## src/rtl/vc_pkg.sv

```systemverilog
// Package: shared types for the victim line buffer.
// Assumes: nothing beyond standard SystemVerilog.
package vc_pkg;
    // Where an inserted line goes, in priority order.
    typedef enum logic [1:0] {
        FILL_SAME_TAG = 2'd0,   // tag already present: overwrite in place
        FILL_SWAP     = 2'd1,   // take the entry freed by a same-cycle hit
        FILL_FREE     = 2'd2,   // lowest empty entry
        FILL_EVICT    = 2'd3    // replace entry under round-robin pointer
    } fill_src_e;
endpackage

```

## src/rtl/vc_tag_match.sv

```systemverilog
// Module: vc_tag_match
// Compares one key against every entry tag in parallel and reports the
// matching entry. Assumes at most one valid entry carries any given tag.
module vc_tag_match #(
    parameter int ENTRIES = 8,
    parameter int TAG_W   = 8,
    localparam int IDX_W  = $clog2(ENTRIES)
) (
    input  logic                     clk,
    input  logic                     rst_n,
    input  logic [ENTRIES-1:0]       valid,
    input  logic [ENTRIES*TAG_W-1:0] tags,
    input  logic [TAG_W-1:0]         key,
    output logic [ENTRIES-1:0]       match,
    output logic                     any,
    output logic [IDX_W-1:0]         idx
);
    // One comparator per entry.
    for (genvar g = 0; g < ENTRIES; g++) begin : g_cmp
        assign match[g] = valid[g] && (tags[g*TAG_W +: TAG_W] == key);
    end

    assign any = |match;

    // Encode the matching entry number.
    always_comb begin
        idx = '0;
        for (int i = 0; i < ENTRIES; i++) begin
            if (match[i]) idx = IDX_W'(i);
        end
    end

    // duplicates are never created, so at most one entry matches.
    assert_single_match_R8: assert property (@(posedge clk) disable iff (!rst_n)
        $onehot0(match));
endmodule

```

## src/rtl/vc_victim_sel.sv

```systemverilog
// Module: vc_victim_sel
// Finds the lowest empty entry and keeps the round-robin replacement
// pointer. Assumes advance is raised only when all entries are valid.
module vc_victim_sel #(
    parameter int ENTRIES = 8,
    localparam int IDX_W  = $clog2(ENTRIES)
) (
    input  logic               clk,
    input  logic               rst_n,
    input  logic [ENTRIES-1:0] valid,
    input  logic               advance,
    output logic               free_any,
    output logic [IDX_W-1:0]   free_idx,
    output logic [IDX_W-1:0]   rr_idx
);
    logic [IDX_W-1:0] rr_q;

    assign free_any = ~&valid;
    assign rr_idx   = rr_q;

    // Lowest-numbered empty entry.
    always_comb begin
        free_idx = '0;
        for (int i = ENTRIES - 1; i >= 0; i--) begin
            if (!valid[i]) free_idx = IDX_W'(i);
        end
    end

    // Round-robin pointer moves only on a replacement.
    always_ff @(posedge clk) begin
        if (!rst_n) begin
            rr_q <= '0;
        end else if (advance) begin
            rr_q <= (rr_q == IDX_W'(ENTRIES - 1)) ? '0 : rr_q + 1'b1;
        end
    end

    // pointer stays within the entry range.
    assert_rr_in_range_R7: assert property (@(posedge clk) disable iff (!rst_n)
        rr_q <= IDX_W'(ENTRIES - 1));

    // pointer changes only after a replacement.
    assert_rr_hold_R7: assert property (@(posedge clk) disable iff (!rst_n)
        !advance |=> $stable(rr_q));

    // replacement only happens with no empty entry.
    assert_full_before_evict_R6: assert property (@(posedge clk) disable iff (!rst_n)
        advance |-> !free_any);
endmodule

```

## src/rtl/victim_buf.sv

```systemverilog
// Module: victim_buf (top)
// Fully associative buffer of lines evicted from a direct-mapped cache.
// Lookups answer one cycle later; a hit removes the line, and a same-cycle
// insert takes the freed entry. Assumes tags are full block addresses.
module victim_buf #(
    parameter int ENTRIES = 8,
    parameter int TAG_W   = 8,
    parameter int LINE_W  = 32,
    localparam int IDX_W  = $clog2(ENTRIES)
) (
    input  logic              clk,
    input  logic              rst_n,
    input  logic              lookup_valid,
    input  logic [TAG_W-1:0]  lookup_tag,
    input  logic              ins_valid,
    input  logic [TAG_W-1:0]  ins_tag,
    input  logic [LINE_W-1:0] ins_data,
    input  logic              ins_dirty,
    output logic              resp_valid,
    output logic              resp_hit,
    output logic [LINE_W-1:0] resp_data,
    output logic              resp_dirty,
    output logic              fwd_valid,
    output logic [TAG_W-1:0]  fwd_tag,
    output logic              wb_valid,
    output logic [TAG_W-1:0]  wb_tag,
    output logic [LINE_W-1:0] wb_data
);
    import vc_pkg::*;

    initial begin
        assert (ENTRIES >= 4 && ENTRIES <= 16)
            else $error("victim_buf: ENTRIES must be 4..16");
    end

    // Entry storage.
    logic [TAG_W-1:0]         ent_tag  [ENTRIES];
    logic [LINE_W-1:0]        ent_data [ENTRIES];
    logic [ENTRIES-1:0]       ent_valid;
    logic [ENTRIES-1:0]       ent_dirty;
    logic [ENTRIES*TAG_W-1:0] tag_flat;

    for (genvar g = 0; g < ENTRIES; g++) begin : g_flat
        assign tag_flat[g*TAG_W +: TAG_W] = ent_tag[g];
    end

    // Lookup and duplicate-insert searches.
    logic [ENTRIES-1:0] hit_vec, dup_vec;
    logic               hit_any, dup_any;
    logic [IDX_W-1:0]   hit_idx, dup_idx;

    vc_tag_match #(.ENTRIES(ENTRIES), .TAG_W(TAG_W)) lookup_cmp_i (
        .clk(clk), .rst_n(rst_n), .valid(ent_valid), .tags(tag_flat),
        .key(lookup_tag), .match(hit_vec), .any(hit_any), .idx(hit_idx));

    vc_tag_match #(.ENTRIES(ENTRIES), .TAG_W(TAG_W)) insert_cmp_i (
        .clk(clk), .rst_n(rst_n), .valid(ent_valid), .tags(tag_flat),
        .key(ins_tag), .match(dup_vec), .any(dup_any), .idx(dup_idx));

    // Free-entry search and replacement pointer.
    logic             free_any, evict_now;
    logic [IDX_W-1:0] free_idx, rr_idx;

    vc_victim_sel #(.ENTRIES(ENTRIES)) sel_i (
        .clk(clk), .rst_n(rst_n), .valid(ent_valid), .advance(evict_now),
        .free_any(free_any), .free_idx(free_idx), .rr_idx(rr_idx));

    logic      look_hit;
    fill_src_e fill_src;
    logic [IDX_W-1:0] fill_idx;

    assign look_hit = lookup_valid && hit_any;

    // Choose where an inserted line goes.
    always_comb begin
        if (dup_any) begin
            fill_src = FILL_SAME_TAG;
            fill_idx = dup_idx;
        end else if (look_hit) begin
            fill_src = FILL_SWAP;
            fill_idx = hit_idx;
        end else if (free_any) begin
            fill_src = FILL_FREE;
            fill_idx = free_idx;
        end else begin
            fill_src = FILL_EVICT;
            fill_idx = rr_idx;
        end
    end

    assign evict_now = ins_valid && (fill_src == FILL_EVICT);

    // Valid and dirty flags: hit invalidates, insert (later) overrides.
    always_ff @(posedge clk) begin
        if (!rst_n) begin
            ent_valid <= '0;
            ent_dirty <= '0;
        end else begin
            if (look_hit) ent_valid[hit_idx] <= 1'b0;
            if (ins_valid) begin
                ent_valid[fill_idx] <= 1'b1;
                ent_dirty[fill_idx] <= ins_dirty ||
                    ((fill_src == FILL_SAME_TAG) && ent_dirty[fill_idx]);
            end
        end
    end

    // Tag and line payload, written on insert.
    always_ff @(posedge clk) begin
        if (ins_valid) begin
            ent_tag[fill_idx]  <= ins_tag;
            ent_data[fill_idx] <= ins_data;
        end
    end

    // Lookup answer and miss forward, one cycle after the lookup.
    always_ff @(posedge clk) begin
        if (!rst_n) begin
            resp_valid <= 1'b0;
            resp_hit   <= 1'b0;
            resp_data  <= '0;
            resp_dirty <= 1'b0;
            fwd_valid  <= 1'b0;
            fwd_tag    <= '0;
        end else begin
            resp_valid <= lookup_valid;
            resp_hit   <= look_hit;
            resp_data  <= look_hit ? ent_data[hit_idx] : '0;
            resp_dirty <= look_hit && ent_dirty[hit_idx];
            fwd_valid  <= lookup_valid && !hit_any;
            fwd_tag    <= lookup_tag;
        end
    end

    // Write-back of a dirty line pushed out by a replacement.
    always_ff @(posedge clk) begin
        if (!rst_n) begin
            wb_valid <= 1'b0;
            wb_tag   <= '0;
            wb_data  <= '0;
        end else begin
            wb_valid <= evict_now && ent_dirty[rr_idx];
            wb_tag   <= ent_tag[rr_idx];
            wb_data  <= ent_data[rr_idx];
        end
    end

    // every lookup is answered exactly one cycle later.
    assert_resp_follows_lookup_R2: assert property (@(posedge clk) disable iff (!rst_n)
        $past(rst_n) |-> (resp_valid == $past(lookup_valid)));

    // a forward appears exactly for answered misses.
    assert_fwd_on_miss_R3: assert property (@(posedge clk) disable iff (!rst_n)
        fwd_valid == (resp_valid && !resp_hit));

    // a hit entry is empty afterwards unless an insert refilled it.
    assert_hit_removed_R4: assert property (@(posedge clk) disable iff (!rst_n)
        (look_hit && !ins_valid) |=> !ent_valid[$past(hit_idx)]);

    // a swap never produces a write-back.
    assert_swap_no_wb_R5: assert property (@(posedge clk) disable iff (!rst_n)
        (look_hit && ins_valid) |=> !wb_valid);

    // write-back only follows an insert into a full buffer.
    assert_wb_after_insert_R9: assert property (@(posedge clk) disable iff (!rst_n)
        wb_valid |-> ($past(ins_valid) && $past(&ent_valid)));
endmodule

```

## config.mk

```make
export PLATFORM = sky130hd
export DESIGN_NAME = victim_buf
export DESIGN_NICKNAME = d
export VERILOG_FILES = /design/src/rtl/vc_pkg.sv /design/src/rtl/vc_tag_match.sv /design/src/rtl/vc_victim_sel.sv /design/src/rtl/victim_buf.sv
export SDC_FILE = /design/constraint.sdc
export NUM_CORES = 1
export LEC_CHECK = 0
export BUFFER_PORTS_ARGS = -buffer_cell sky130_fd_sc_hd__buf_4
export CORE_MARGIN = 8
export CORE_UTILIZATION = 35
export CTS_BUF_LIST = sky130_fd_sc_hd__clkbuf_8 sky130_fd_sc_hd__clkbuf_16
export DETAILED_ROUTE_END_ITERATION = 8
export GPL_ROUTABILITY_DRIVEN = 1
export SETUP_SLACK_MARGIN = 0.15
export SLEW_MARGIN = 10
export SYNTH_ARGS = -nofsm -noshare
export SYNTH_HDL_FRONTEND = slang
export SYNTH_SLANG_ARGS = --single-unit
```

## constraint.sdc

```tcl
create_clock -name clk -period 3.6 [get_ports clk]
set_clock_uncertainty 0.1 [all_clocks]
set_input_delay 0.54 -clock clk [delete_from_list [all_inputs] [get_ports clk]]
set_output_delay 0.54 -clock clk [all_outputs]
set_load 0.02 [all_outputs]
```

==> summary.txt, run 1 <==
Max-cap violation count = 0
1st-iter DRT viols = 878
Met3 usage = 0.0373
Count of endpoints failing setup in the final report = 0
Post-Syn Area per Cell = 14.8 sq um
Crit path capture type = register
Die ar. = 61800 sq um
Routability Congestion = 0.894
IO Pins = 138
Clk sinks = 424
Synthesis warning total = 0
Worst relative slew slack = 0.306
Fin. Hold Viols = 0
Worst skew pair latency = 580 ps
Synth area leader = edfxtp_1
CTS root buffer = clkbuf_16
Overall Power = 10.9 mW
Post-Synthesis Cell Area = 18900 sq um
Internal = 8.48 mW
Clock share of power = 0.440
Nets = 1579
Total gr overflow = 0
Diode count = 0
Clock Path Buffers = 3
Number of synthesized register bits = 424
Vias in the first global route = 12719
Outcome = finished clean
Crit Path Category = reg -> reg
DR WL/cell = 24.2 um
Sw Ratio = 0.220
Seq pwr share = 0.498
GR Util met2 = 0.281
# DRC = 0
Cell Rows = 85
Met1 GRT Util = 0.224
Synth cell count leaders = 320 x edfxtp_1, 160 x mux2i_1, 112 x nor2_1
Total CTS buffers = 48
Core Area = 53600 sq um
Post-synthesis cell count = 1280
HP Class = in -> reg
Psw = 2.39 mW
RSZ-0062 raised after global routing = true
WL final = 54800 um
Layout area overhead = 24.7%
Static leakage = 8.59 nW
Share of cells above drive strength 1 = 0.308
Crit start category = register
Most instantiated library cell after synthesis = edfxtp_1
Synth top area share = 0.508
H-tree levels = 2
Fill count = 4846
Largest net degree at the start of global routing = 104
DP Wirelength = 35500 um
Global-route wire length before repair = 81200 um
WP data required = 3800 ps
Synth top area cells = edfxtp_1 51%, dfxtp_1 11%, mux4_2 9.8%, mux2i_1 8.5%, xnor2_1 4.7%
CTS clk-pin slew, worst paths = 60 ps
Hold buffers post-CTS = 0
Initial antenna violation count = 2
Min Tclk post-route = 3380 ps
Syn Nets = 1335
Slew Viols, Final = 0
Yosys cell types = 59
CP max FO = 6
PortBufs = 137
WHS = 92.8 ps
Post-synth EDFFs = 320
Drt pass-1 iters = 5
Power Density = 461 nW/um^2
Worst Tran Pin Value = 1040 ps
Via Count = 11976
Comb power frac = 0.062
Max Clock Freq = 296 MHz
Global Route Usage Sum = 0.171
Sequential area share after synthesis = 0.618
Worst IR Drop VDD = 0.409 mV
WP data arrival = 3580 ps
Sequential cell area = 11700 sq um
Final period util = 0.939
Die width = 249 um
CTS tree = done
Vias/cell = 5.30
Antenna viol nets, final = 0
Die height = 249 um
Busiest grt layer = met2
Multi-input logic area = 6880 sq um
Async SR Flop Fraction = 0
Initial Util = 0.353
Most common flop cell mapped by yosys = edfxtp_1
state kept, by name (all words and copies together) (netlist names):
name and count:
ent_data 256, ent_tag 64, resp_data 32, wb_data 32, ent_dirty 8, ent_valid 8
fwd_tag 8, wb_tag 8, sel_i.rr_idx 3, fwd_valid 1, resp_dirty 1, resp_hit 1
resp_valid 1, wb_valid 1
layer usage:
metal | wire [um] | vias to the layer above
li1 | - | 5399
met2 | 26000 | 378
met5 | 27 | -
met3 | 3070 | 101
met4 | 1430 | 4
met1 | 24300 | 6094
timing repair:
action,4_1_cts,5_1_grt
setup buffers,0,19
gates cloned,0,3
endpoints found under the setup margin,31,334
endpoints found under the hold margin,0,0
pin swaps,0,11
resized for setup,2,17
power groups by stage:
stage	sequential, mW	clock [mW]	combinational [mW]
global route	5.42	5.10	0.723
floorplan	5.55	0	0.302
detailed placement	5.52	0	0.663
global placement	5.51	0	0.662
CTS	5.42	4.91	0.667
finish	5.42	4.78	0.672
worst paths after layout:
check | startpoint | slack, ps | endpoint | cells past startpoint
worst min register to register | ent_dirty[4]$_SDFFE_PN0P_ | 390 | ent_dirty[4]$_SDFFE_PN0P_ | 2
worst max register to register | ent_tag[5][1]$_DFFE_PP_ | 220 | ent_data[5][23]$_DFFE_PP_ | 15
worst max-delay path | ent_tag[5][1]$_DFFE_PP_ | 220 | ent_data[5][23]$_DFFE_PP_ | 15
worst min-delay path | ins_data[19] | 90 | ent_data[4][19]$_DFFE_PP_ | 1
layout make-up:
class,instances,share of cell area
Clock buffer,62,0.0610
Clock inverter,28,0.00689
Inverter,14,0.00334
Multi-Input combinational cell,763,0.292
Sequential cell,424,0.496
Tap cell,696,0.0369
Timing Repair Buffer,273,0.104
per-stage QoR:
step                      instances  instance area (sq um)   util  TNS (ps)  setup slack, ps
after floorplan                1280                  19000      -         0             59.3
after global placement         2148                  21600  0.404    -32000             -246
after detailed placement       2148                  21600  0.404    -23140             -190
after CTS                      2238                  23300  0.434         0              153
after global routing           2260                  23600  0.440         0              110
final                          2260                  23600  0.440         0              218
layout by cell type (no fill, tap or decap), types with 19 or more instances in the layout:
master / n
edfxtp_1: 320
buf_4: 240
mux2i_1: 160
nor2_1: 110
dfxtp_1: 101
xnor2_1: 97
mux4_2: 82
clkbuf_16: 55
o21ai_0: 35
o22ai_1: 34
nand2_1: 27
buf_12: 26
xor2_1: 25
a22oi_1: 24
nand4_1: 23
a21oi_1: 21
nand3_1: 19
cell families after synthesis:
logic type / after synthesis / share of synthesized area
compound gates: 146 / 0.0513
buf+inv: 93 / 0.0251
mux: 244 / 0.183
xor+xnor: 128 / 0.0592
simple gates: 243 / 0.0618
fa+ha+maj: 2 / 0.00132
flops: 424 / 0.618
critical path: stages (launching register included):
cell	delay, ps
edfxtp_1	490
xor2_1	200
nor4_1	270
buf_4	170
nand4_1	190
buf_4	220
o22ai_2	170
a21oi_2	70
buf_4	160
o31ai_4	60
buf_6	140
o21ai_2	50
or3_4	360
clkinvlp_4	130
buf_12	140
clkbuf_16	150
Note: power is estimated with default switching activity, not from simulation.
==> run 2, diff against run 1 <==
Settings changed: PLACE_DENSITY_LB_ADDON set to 0.05.
==> summary.txt, run 2 (synthesis gave the netlist of run 1 again) <==
Worst relative slew slack = 0.434
GR Util met2 = 0.301
Total CTS buffers = 48
Share of cells above drive strength 1 = 0.311
Commonest non-fill, non-tap cell in the layout = edfxtp_1
Max incr delay on CP = 550 ps
WHS = 80.9 ps
WP data arrival = 3650 ps
H-tree levels = 2
Antenna viol nets, final = 0
DP Wirelength = 35400 um
Total gr overflow = 0
Slew Viols, Final = 0
Core Area = 53600 sq um
Regs by FF count = ent_data (256), ent_tag (64)
Power Density = 476 nW/um^2
Max Clock Freq = 289 MHz
Clock Path Buffers = 3
Post-Route Utilization = 0.445
CTS root buffer = clkbuf_16
Max-cap violation count = 0
CP max FO = 11
Crit start category = register
IO Pins = 138
1st-iter DRT viols = 667
Nets = 1580
Most frequent cells in the layout = 320 x edfxtp_1, 234 x buf_4, 160 x mux2i_1
Layout area overhead = 26.0%
Outcome = finished clean
Global Route Usage Sum = 0.177
Global-route wire length before repair = 82900 um
Busiest grt layer = met2
Fin. Hold Viols = 0
Initial Util = 0.353
Hold path cells = 1
Largest register FFs = 256
Vias in the first global route = 12602
Hold buffers post-CTS = 0
Vias/cell = 5.25
Crit Path Category = reg -> reg
Worst skew pair latency = 590 ps
WL final = 57000 um
Reg2reg path depth = 13
Clk sinks = 424
Drt pass-1 iters = 6
Count of endpoints failing setup in the final report = 0
Cell Rows = 85
Final period util = 0.960
Worst Tran Pin Value = 849 ps
Most flop-heavy register = ent_data
CTS clk-pin slew, worst paths = 60 ps
# DRC = 0
PortBufs = 137
Via Count = 11874
CTS tree = done
Largest net degree at the start of global routing = 85
Critical Path, Cell by Cell = xnor2_1 -> nand4_1 -> nor3_1 -> or4_4 -> buf_4 -> nor3_1 -> buf_4 -> a211oi_4 -> buf_4 -> or3_4 -> clkinvlp_4 -> buf_12 -> clkbuf_16
Met1 GRT Util = 0.227
Die ar. = 61800 sq um
Static leakage = 8.67 nW
DR WL/cell = 25.2 um
Die width = 249 um
Initial antenna violation count = 2
WP data required = 3790 ps
Met3 usage = 0.0337
Routability Congestion = 0.832
Min Tclk post-route = 3460 ps
Slowest stage cell, crit path = or4_4
Worst IR Drop VDD = 0.326 mV
HP Class = in -> reg
Crit path capture type = register
Die height = 249 um
CP dominant cell by count = buf_4
RSZ-0062 raised after global routing = true
Fill count = 4906
-- run 2: cell types whose count changed in the layout (fill, tap and decap cells not counted), sizes merged --
cell,before,now
clkbuf,65,61
bufinv,0,8
clkinv,14,15
inv,21,16
diode,0,1
buf,270,268
clkinvlp,7,10
-- run 2: per-stage QoR --
stage / cells / TNS, ps / setup WS [ps] / power [mW] / instance area (sq um)
floorplan: 1280 / 0 / 59.3 / 5.85 / 19000
global placement: 2148 / -19230 / -124 / 6.18 / 21700
detailed placement: 2148 / -16280 / -116 / 6.18 / 21700
CTS: 2239 / 0 / 167 / 11.5 / 23400
global route: 2261 / 0 / 55.3 / 11.7 / 23800
finish: 2262 / 0 / 145 / 11.3 / 23800
-- run 2: layout make-up --
class	count	area [sq um]	share of cell area
diodes	1	2.50	0.000105
flip-flops and latches	424	11700	0.491
clock buffers	55	1330	0.0558
clock inverters	35	389	0.0163
repair buffers	274	2570	0.108
multi-input cells	763	6900	0.289
inverters	14	78.8	0.00331
well taps	696	871	0.0365
-- run 2: repair_timing --
action	CTS	global route
gates cloned	0	6
setup endpoints to repair	109	305
resized for setup	1	24
buffers inserted	1	16
pin swaps	1	3
-- run 2: where the power goes --
part	total (mW)	leakage, nW	switching (mW)	internal, mW
clock	5.26	0.872	2.04	3.22
sequential	5.41	3.76	0.0514	5.36
combinational	0.668	4.03	0.371	0.297
-- run 2: final timing paths --
path | slack (ps) | to | start
max | 140 | ent_data[5][4]$_DFFE_PP_ | ent_tag[3][2]$_DFFE_PP_
min reg2reg | 400 | ent_dirty[5]$_SDFFE_PN0P_ | ent_dirty[5]$_SDFFE_PN0P_
min | 80 | ent_data[0][22]$_DFFE_PP_ | ins_data[22]
max reg2reg | 140 | ent_data[5][4]$_DFFE_PP_ | ent_tag[3][2]$_DFFE_PP_
-- run 2: critical path: cells and delay by family, from the launching register on --
family | cells | cell delay [ps]
AO/OA/AOI/OAI | 1 | 60
XOR/XNOR | 1 | 210
buffers and inverters | 6 | 980
flip-flops | 1 | 470
AND/OR/NAND/NOR | 5 | 1330
-- run 2: layer usage --
layer | vias to the layer above | part of all wire
met2 | 327 | 0.49
met3 | 94 | 0.050
met4 | 2 | 0.028
met1 | 6055 | 0.44
met5 | - | 0.00023
li1 | 5396 | -
==> run 3, diff against run 2 <==
Settings changed: CTS_BUF_LIST sky130_fd_sc_hd__clkbuf_8 sky130_fd_sc_hd__clkbuf_16 to sky130_fd_sc_hd__clkbuf_8.
==> summary.txt, run 3 (synthesis gave the netlist of run 1 again) <==
CTS clk-pin slew, worst paths = 60 ps
Largest net degree at the start of global routing = 85
Count of endpoints failing setup in the final report = 0
# DRC = 0
Clk sinks = 424
Share of cells above drive strength 1 = 0.305
Static leakage = 8.75 nW
Most frequent cells in the layout = 320 x edfxtp_1, 228 x buf_4, 160 x mux2i_1
Drt pass-1 iters = 4
CTS root buffer = clkbuf_8
Layout area overhead = 26.4%
Core Area = 53600 sq um
Fin. Hold Viols = 0
Slew Viols, Final = 0
Placed cell area = 21700 sq um
Highest routed layer = met4
Fill count = 4942
R2r startpoint = ent_tag[2][3]$_DFFE_PP_
WL final = 57500 um
Crit start category = register
Max-cap violation count = 0
Crit path capture type = register
Worst skew pair latency = 650 ps
Hold Startpoint = ins_data[8]
Routability Congestion = 0.832
Clock share of power = 0.436
Worst IR Drop VDD = 0.238 mV
Most flop-heavy register = ent_data
Placement Setup Slack = -116 ps
Critical path origin = ent_tag[2][3]$_DFFE_PP_
Initial Util = 0.353
RSZ-0062 raised after global routing = true
CP max FO = 6
Wire length on met3 = 2970 um
Clock Path Buffers = 3
Sw Ratio = 0.230
Max Clock Freq = 288 MHz
Global-route wire length before repair = 83800 um
R2r setup slk = 130 ps
Via Count = 12112
Die width = 249 um
Fin Setup TNS = 0 ps
Outcome = finished clean
Post-Route Utilization = 0.446
Cell Rows = 85
WP data arrival = 3720 ps
CTS tree = done
HP Class = in -> reg
Initial antenna violation count = 2
Min Tclk post-route = 3470 ps
Worst Tran Pin Value = 858 ps
Seq pwr share = 0.500
Crit Path Category = reg -> reg
H-tree levels = 3
WP data required = 3850 ps
Comb power frac = 0.064
Commonest non-fill, non-tap cell in the layout = edfxtp_1
Total CTS buffers = 77
DR WL/cell = 24.6 um
Power Density = 453 nW/um^2
Min setup slack post-route = 134 ps
Total gr overflow = 0
Regs by FF count = ent_data (256), ent_tag (64)
Internal = 8.34 mW
Final period util = 0.963
Met2 wire len = 28000 um
IO Pins = 138
DP Wirelength = 35400 um
WHS = 56.8 ps
Psw = 2.50 mW
Global Route Usage Sum = 0.179
PortBufs = 137
Metal1 wirelength = 25000 um
Vias/cell = 5.18
1st-iter DRT viols = 745
Nets = 1633
Antenna viol nets, final = 0
Final std cell area, no fill = 23900 sq um
Vias in the first global route = 13065
Worst relative slew slack = 0.428
Die height = 249 um
Die ar. = 61800 sq um
Largest register FFs = 256
==> run 3: cell types whose count changed in the layout (fill, tap and decap cells not counted), sizes merged <==
cell	delta
bufinv	-1
buf	-5
clkinvlp	+2
inv	+9
clkbuf	+28
clkinv	+12
diode	+1
dlygate4sd3	+30
==> run 3: power groups by stage <==
stage,clock (mW),combinational (mW),sequential [mW]
detailed placement,0,0.665,5.52
CTS,4.89,0.698,5.41
global placement,0,0.668,5.52
global route,5.08,0.748,5.42
floorplan,0,0.302,5.55
finish,4.73,0.693,5.41
==> run 3: critical path, cell delays in order (launching register included) <==
cell and delay (ps):
edfxtp_1 400, buf_4 150, xnor2_1 110, nand4_1 130, nor4_1 90, or4_4 530
or2_4 310, o31ai_4 310, buf_4 170, o21ai_1 70, or3_4 360, clkinvlp_4 120
buf_12 150, clkbuf_16 170
==> run 3: cell type report <==
| type | instances | area (sq um) | area share |
|---|---|---|---|
| antenna | 2 | 5.00 | 0.000209 |
| inverter | 14 | 78.8 | 0.00330 |
| multi-input combinational | 763 | 6840 | 0.286 |
| clock inverter | 57 | 440 | 0.0184 |
| clock buffer | 84 | 1160 | 0.0483 |
| sequential | 424 | 11700 | 0.489 |
| timing repair buffer | 298 | 2820 | 0.118 |
| tap | 696 | 871 | 0.0364 |
==> run 3: per-layer routing <==
metal,global-route usage,vias up
met3,0.0374,95
met2,0.300,362
met5,0,-
met1,0.228,6136
met4,0.0653,0
li1,-,5519
==> run 3: path summary, 6_finish.rpt <==
kind	endpoint	depth (start not counted)
min	ent_data[3][8]$_DFFE_PP_	1
min reg2reg	ent_dirty[5]$_SDFFE_PN0P_	2
max reg2reg	ent_data[5][8]$_DFFE_PP_	13
max	ent_data[5][8]$_DFFE_PP_	13
==> run 3: what timing repair did <==
item	in CTS	in global routing
resized for setup	1	14
setup endpoints to repair	117	324
setup buffers	1	10
pin swaps	1	5
hold buffers	30	0
cloned	0	6
endpoints found under the hold margin	231	0
==> run 3: stage by stage <==
step,power (mW),cells
floorplan,5.85,1280
global route,11.3,2338
finish,10.8,2338
CTS,11.0,2320
global placement,6.18,2148
detailed placement,6.18,2148
